### config.mk
export PLATFORM = sky130hd
export DESIGN_NAME = rx_sideband_sequencer
export DESIGN_NICKNAME = d
export VERILOG_FILES = /design/src/rtl/rxsq_pkg.sv /design/src/rtl/rxsq_side.sv /design/src/rtl/rxsq_payload.sv /design/src/rtl/rxsq_irq.sv /design/src/rtl/rx_sideband_sequencer.sv
export SDC_FILE = /design/constraint.sdc
export NUM_CORES = 1
export LEC_CHECK = 0
export BUFFER_PORTS_ARGS = -buffer_cell sky130_fd_sc_hd__buf_2
export CAP_MARGIN = 10
export CORE_ASPECT_RATIO = 1.1
export CORE_MARGIN = 2
export CORE_UTILIZATION = 55
export CTS_BUF_LIST = sky130_fd_sc_hd__clkbuf_4
export CTS_CLUSTER_SIZE = 25
export DETAILED_ROUTE_END_ITERATION = 16
export GPL_ROUTABILITY_DRIVEN = 0
export HOLD_SLACK_MARGIN = 0.12
export MAX_ROUTING_LAYER = met4
export PLACE_DENSITY = 0.89
export SKIP_CTS_REPAIR_TIMING = 1
export SLEW_MARGIN = 25
export SYNTH_ARGS = -nofsm -noshare
export SYNTH_HDL_FRONTEND = slang
export SYNTH_SLANG_ARGS = --single-unit
### constraint.sdc
create_clock -name clk -period 2.75 [get_ports clk]
set_clock_uncertainty 0.05 [all_clocks]
set_input_delay 0.4125 -clock clk [delete_from_list [all_inputs] [get_ports clk]]
set_output_delay 0.4125 -clock clk [all_outputs]
set_load 0.02 [all_outputs]
### src/rtl/rxsq_pkg.sv
package rxsq_pkg;
  localparam int SB_WORDS = 5;
  localparam int SB_BYTES = SB_WORDS * 4;
  localparam int DEF_LEN_W = 12;
endpackage

### src/rtl/rxsq_side.sv
module rxsq_side
  import rxsq_pkg::*;
#(
  parameter int WORDS = SB_WORDS
) (
  input  logic                  clk,
  input  logic                  rst_n,
  input  logic                  load,
  input  logic [WORDS*32-1:0]   words_in,
  input  logic                  tready,
  output logic                  tvalid,
  output logic [7:0]            tdata,
  output logic                  tlast,
  output logic                  last_fire
);
  localparam int NBYTES = WORDS * 4;
  localparam int CW     = $clog2(NBYTES + 1);

  logic [CW-1:0]       rem_q;
  logic [WORDS*32-1:0] sh_q;
  logic                fire;

  assign tvalid    = (rem_q != '0);
  assign tdata     = sh_q[7:0];
  assign tlast     = (rem_q == CW'(1));
  assign fire      = tvalid & tready;
  assign last_fire = fire & tlast;

  // Shift-out register: byte 0 of word 0 leaves first (little-endian order).
  always_ff @(posedge clk) begin
    if (!rst_n) begin
      rem_q <= '0;
      sh_q  <= '0;
    end else if (load) begin
      rem_q <= CW'(NBYTES);
      sh_q  <= words_in;
    end else if (fire) begin
      rem_q <= rem_q - CW'(1);
      sh_q  <= {8'h00, sh_q[WORDS*32-1:8]};
    end
  end

  // a stalled sideband beat keeps its data and framing
  a_r4_side_hold: assert property (@(posedge clk) disable iff (!rst_n)
    (tvalid && !tready) |=> (tvalid && $stable(tdata) && $stable(tlast)));
endmodule

### src/rtl/rxsq_payload.sv
module rxsq_payload
  import rxsq_pkg::*;
#(
  parameter int LEN_W = DEF_LEN_W
) (
  input  logic             clk,
  input  logic             rst_n,
  input  logic             load,
  input  logic [LEN_W-1:0] len_in,
  input  logic             enable,
  input  logic             tready,
  output logic             tvalid,
  output logic             tlast,
  output logic [LEN_W-1:0] addr,
  output logic             empty,
  output logic             last_fire
);
  logic [LEN_W-1:0] rem_q;
  logic [LEN_W-1:0] pos_q;
  logic             fire;

  assign empty     = (rem_q == '0);
  assign tvalid    = enable & ~empty;
  assign tlast     = (rem_q == LEN_W'(1));
  assign addr      = pos_q;
  assign fire      = tvalid & tready;
  assign last_fire = fire & tlast;

  always_ff @(posedge clk) begin
    if (!rst_n) begin
      rem_q <= '0;
      pos_q <= '0;
    end else if (load) begin
      rem_q <= len_in;
      pos_q <= '0;
    end else if (fire) begin
      rem_q <= rem_q - LEN_W'(1);
      pos_q <= pos_q + LEN_W'(1);
    end
  end

  // each accepted non-final beat moves the read address forward by one
  a_r5_addr_step: assert property (@(posedge clk) disable iff (!rst_n)
    (fire && !tlast) |=> (addr == $past(addr) + LEN_W'(1)));

  // a stalled payload beat keeps its address and framing
  a_r4_pl_hold: assert property (@(posedge clk) disable iff (!rst_n)
    (tvalid && !tready) |=> (tvalid && $stable(addr) && $stable(tlast)));
endmodule

### src/rtl/rxsq_irq.sv
module rxsq_irq (
  input  logic clk,
  input  logic rst_n,
  input  logic set,
  input  logic clr,
  input  logic en,
  output logic status,
  output logic irq
);
  logic st_q;

  always_ff @(posedge clk) begin
    if (!rst_n) st_q <= 1'b0;
    else        st_q <= (st_q & ~clr) | set;
  end

  assign status = st_q;
  assign irq    = st_q & en;

  // a clear with no completion in the same cycle leaves the bit low
  a_r7_clear: assert property (@(posedge clk) disable iff (!rst_n)
    (clr && !set) |=> !status);

  // a completion always leaves the bit high
  a_r7_set_wins: assert property (@(posedge clk) disable iff (!rst_n)
    set |=> status);
endmodule

### src/rtl/rx_sideband_sequencer.sv
module rx_sideband_sequencer
  import rxsq_pkg::*;
#(
  parameter int LEN_W = DEF_LEN_W
) (
  input  logic                   clk,
  input  logic                   rst_n,
  input  logic                   frm_valid,
  output logic                   frm_ready,
  input  logic [LEN_W-1:0]       frm_len,
  input  logic [SB_WORDS*32-1:0] frm_status,
  output logic [LEN_W-1:0]       buf_addr,
  input  logic [7:0]             buf_data,
  output logic                   sb_tvalid,
  input  logic                   sb_tready,
  output logic [7:0]             sb_tdata,
  output logic                   sb_tlast,
  output logic                   pl_tvalid,
  input  logic                   pl_tready,
  output logic [7:0]             pl_tdata,
  output logic                   pl_tlast,
  input  logic                   irq_en,
  input  logic                   irq_clr,
  output logic                   irq_status,
  output logic                   irq
);
  logic accept;
  logic sb_last_fire;
  logic pl_last_fire;
  logic pl_empty;
  logic done_set;

  // New frame only when nothing of the previous one is outstanding.
  assign frm_ready = ~sb_tvalid & pl_empty;
  assign accept    = frm_valid & frm_ready;

  rxsq_side #(.WORDS(SB_WORDS)) u_side (
    .clk       (clk),
    .rst_n     (rst_n),
    .load      (accept),
    .words_in  (frm_status),
    .tready    (sb_tready),
    .tvalid    (sb_tvalid),
    .tdata     (sb_tdata),
    .tlast     (sb_tlast),
    .last_fire (sb_last_fire)
  );

  rxsq_payload #(.LEN_W(LEN_W)) u_pl (
    .clk       (clk),
    .rst_n     (rst_n),
    .load      (accept),
    .len_in    (frm_len),
    .enable    (~sb_tvalid),
    .tready    (pl_tready),
    .tvalid    (pl_tvalid),
    .tlast     (pl_tlast),
    .addr      (buf_addr),
    .empty     (pl_empty),
    .last_fire (pl_last_fire)
  );

  assign pl_tdata = buf_data;

  // Completion: last payload beat, or last sideband beat of an empty frame.
  assign done_set = pl_last_fire | (sb_last_fire & pl_empty);

  rxsq_irq u_irq (
    .clk    (clk),
    .rst_n  (rst_n),
    .set    (done_set),
    .clr    (irq_clr),
    .en     (irq_en),
    .status (irq_status),
    .irq    (irq)
  );

  // payload never overlaps outstanding sideband bytes
  a_r3_order: assert property (@(posedge clk) disable iff (!rst_n)
    pl_tvalid |-> !sb_tvalid);

  // an accepted frame starts its sideband on the next cycle
  a_r1_accept: assert property (@(posedge clk) disable iff (!rst_n)
    (frm_valid && frm_ready) |=> (sb_tvalid && !frm_ready));

  // the final payload handshake raises the completion bit
  a_r6_done: assert property (@(posedge clk) disable iff (!rst_n)
    (pl_tvalid && pl_tready && pl_tlast) |=> irq_status);
endmodule

==> flow_summary.ini <==
[logic_synthesis]
yosys_most_used_dff = dfxtp_1
yosys.area_share.adder_pct = 1.05
yosysTopAreaCellShare_pct = 45.7
synth_enable_flop_cells = 0
ys_ff_latch = 190
synth_mux_area_share_pct = 0
netlist_top_cells_area = dfxtp_1, a21boi_1, a22oi_1, nand2_1, clkbuf_1
synth_cell_types = 45
syn-num-nets = 1138
syn_inst = 944
syn_area_um2 = 8330
yosysMostFrequentCell = nand2_1
async_flop_share_pct = 0
synth-compound-area-share_pct = 29.5
synthTopCellsByCount = nand2_1, dfxtp_1, a21boi_1, a22oi_1, clkbuf_1
ys.warnings.count = 0
synth_top_family_by_area = compound AO/OA/AOI/OAI gates
synth-simple-area-share_pct = 16.2
syn_avg_cell_area_um2 = 8.82
synth_xor_area_share_pct = 1.89
seq_area_frac_synth_pct = 45.7
yosysTopAreaCell = dfxtp_1

[worst_hold_path]
hold_class = in -> reg
hold_depth = 3

[sta]
finalCritPeriodShare_pct = 104
final_hold_viol_count = 0
fin_ws_ns = -0.0969
maxSlewViolCount = 0
finalSetupViolations = 3
slew_headroom_pct = 54.3
holdWs_ns = 0.108
worstMarginPinSlew_ns = 0.686
rsz0062_at_grt = true
fin_crit_ns = 2.85
timing.fmax_ghz = 0.351

[status]
status = finished, violations left
violations = negative setup slack

[pwr]
p_leak_uw = 0.00454
ir_drop_mv = 0.821
p_int_uw = 5820
seqPwrFrac_pct = 37.5
comb_power_share_pct = 48.7
power.density_nw_per_um2 = 924
p_sw_share_pct = 45.2
p_total_uw = 10600
p_clk_share_pct = 13.7
p_sw_uw = 4810

[setup_path]
r2r_cells = 9
cp_slowest_cell = dfxtp_4
arrival_ns = 3.30
crit_family = simple AND/OR/NAND/NOR gates
crit_required_ns = 3.21
crit_chain = inv_4 > ha_4 > or3b_4 > buf_4 > nor4_4 > and2_4 > buf_12 > a22oi_1 > a21boi_1
worst-path-stages = 9
crit_type = reg -> reg
worstSetupStartpointType = flip-flop
timing.critical_path.buf_inv = 3
crit_path_end_kind = flip-flop
max_stage_delay_ns = 0.40
cp_max_fo = 84

[drt]
firstDrtPassIters = 8
drc_errors = 0
avgRoutedWirePerCell_um = 19.6
vias_per_cell = 6.08
dr.first_iter.drc_count = 1162
vias = 9038
final_antenna_net_count = 0
routed_wl_um = 29200

[clock_tree]
htree_levels = 4
clockBufferDepth = 2
clkTransAtPathRegs_ns = 0.17
cts_tree = done
cts.sinks = 190
cts_root_buf = clkbuf_4
cts_made_buffers = 17
clk_latency_ns = 0.61

[grt]
grt_pass1_vias = 6970
grt_usage_pct = 26.0
grt_pass1_wl_um = 32900
grt_max_degree = 121
antenna_found_initial = 5
grt-ovfl-total = 0

[floorplan]
die_h_um = 133
initial_core_util_pct = 55.7
core_um2 = 14900
dieArea_um2 = 16100
fp.dieW_um = 121
num_rows = 47
pin_count = 222

[layout]
area_delta_synth_final_pct = 38.2
stdcell_area_um2 = 11500
finalCoreUtilization_pct = 77.0
fin_nets = 1467
drive_gt1_share_pct = 21.6

[place]
placed_area_um2 = 9350
dp_hpwl_um = 13800
port_buffers = 205

[flow_run]
max_cap_viol_count = 0
==> logic make-up (layout without fill, tap and decap cells) <==
family          Yosys count  in the layout
other cells               0              5
compound gates          323            323
xor+xnor                 18             18
fa+ha+maj                 7              7
buf+inv                 101            443
simple gates            305            305
flops                   190            190
==> per-stage QoR <==
stage,TNS (ns),setup WS [ns],std cells
floorplan,0,0.399,944
global placement,0,0.371,1265
detailed placement,0,0.270,1265
CTS,-0.647,-0.387,1297
global route,-0.635,-0.192,1487
finish,-0.281,-0.0969,1487
==> worst paths after layout <==
kind | slack [ns] | start | endpoint
worst max-delay path | -0.1 | u_pl.rem_q[0] | u_side.sh_q[92]
worst min-delay path | 0.11 | irq_clr | u_irq.status
worst max register to register | -0.1 | u_pl.rem_q[0] | u_side.sh_q[92]
worst min register to register | 0.41 | u_side.sh_q[114] | u_side.sh_q[114]
==> routing by layer <==
layer  vias up  global-route usage, %  part of all wire [%]
li1       4021                      -                     -
met1      4244                   31.9                    35
met2       616                   41.8                    51
met3       157                   5.65                   7.9
met4         0                   10.0                   5.8
met5         -                      -                     0
==> registers in the layout, indices dropped and copies added (netlist names) <==
register      count
u_side.sh_q     160
u_pl.addr        12
u_pl.rem_q       12
u_side.rem_q      5
u_irq.status      1
==> power by group through the flow <==
stage / logic, uW / clock network, uW / registers, uW
2_1_floorplan: 3310 / 0 / 3840
3_3_place_gp: 4290 / 0 / 3930
3_5_place_dp: 4350 / 0 / 3970
4_1_cts: 4360 / 1470 / 3910
5_1_grt: 5560 / 1580 / 4050
6_report: 5180 / 1460 / 3990
==> final cells by class <==
type	instances	area (um2)
clock buffers	18	135
flip-flops and latches	190	3810
fillers	919	3430
repair buffers	405	3050
clock inverters	14	129
inverters	6	27.5
diodes	5	12.5
multi-input cells	653	4090
well taps	196	245
==> tightest hold or removal path: cells and delay by family <==
kind                   cells  cell delay [ns]
buffers and inverters      1             0.08
AOI/OAI and AO/OA          2             0.25
==> placed cells by master, fill, tap and decap left out, types with 5 or more instances in the layout <==
cell type	instances
a21boi_1	147
a22oi_1	137
buf_12	6
buf_2	202
buf_4	21
clkbuf_4	18
dfxtp_1	187
diode_2	5
dlygate4sd3_1	174
ha_1	6
inv_6	5
nand2_1	196
nand3_1	33
nand4_1	5
nor2_1	23
nor3_1	13
nor4_1	10
o211a_1	16
xnor2_1	16
Power figures use the tool's default switching activity.
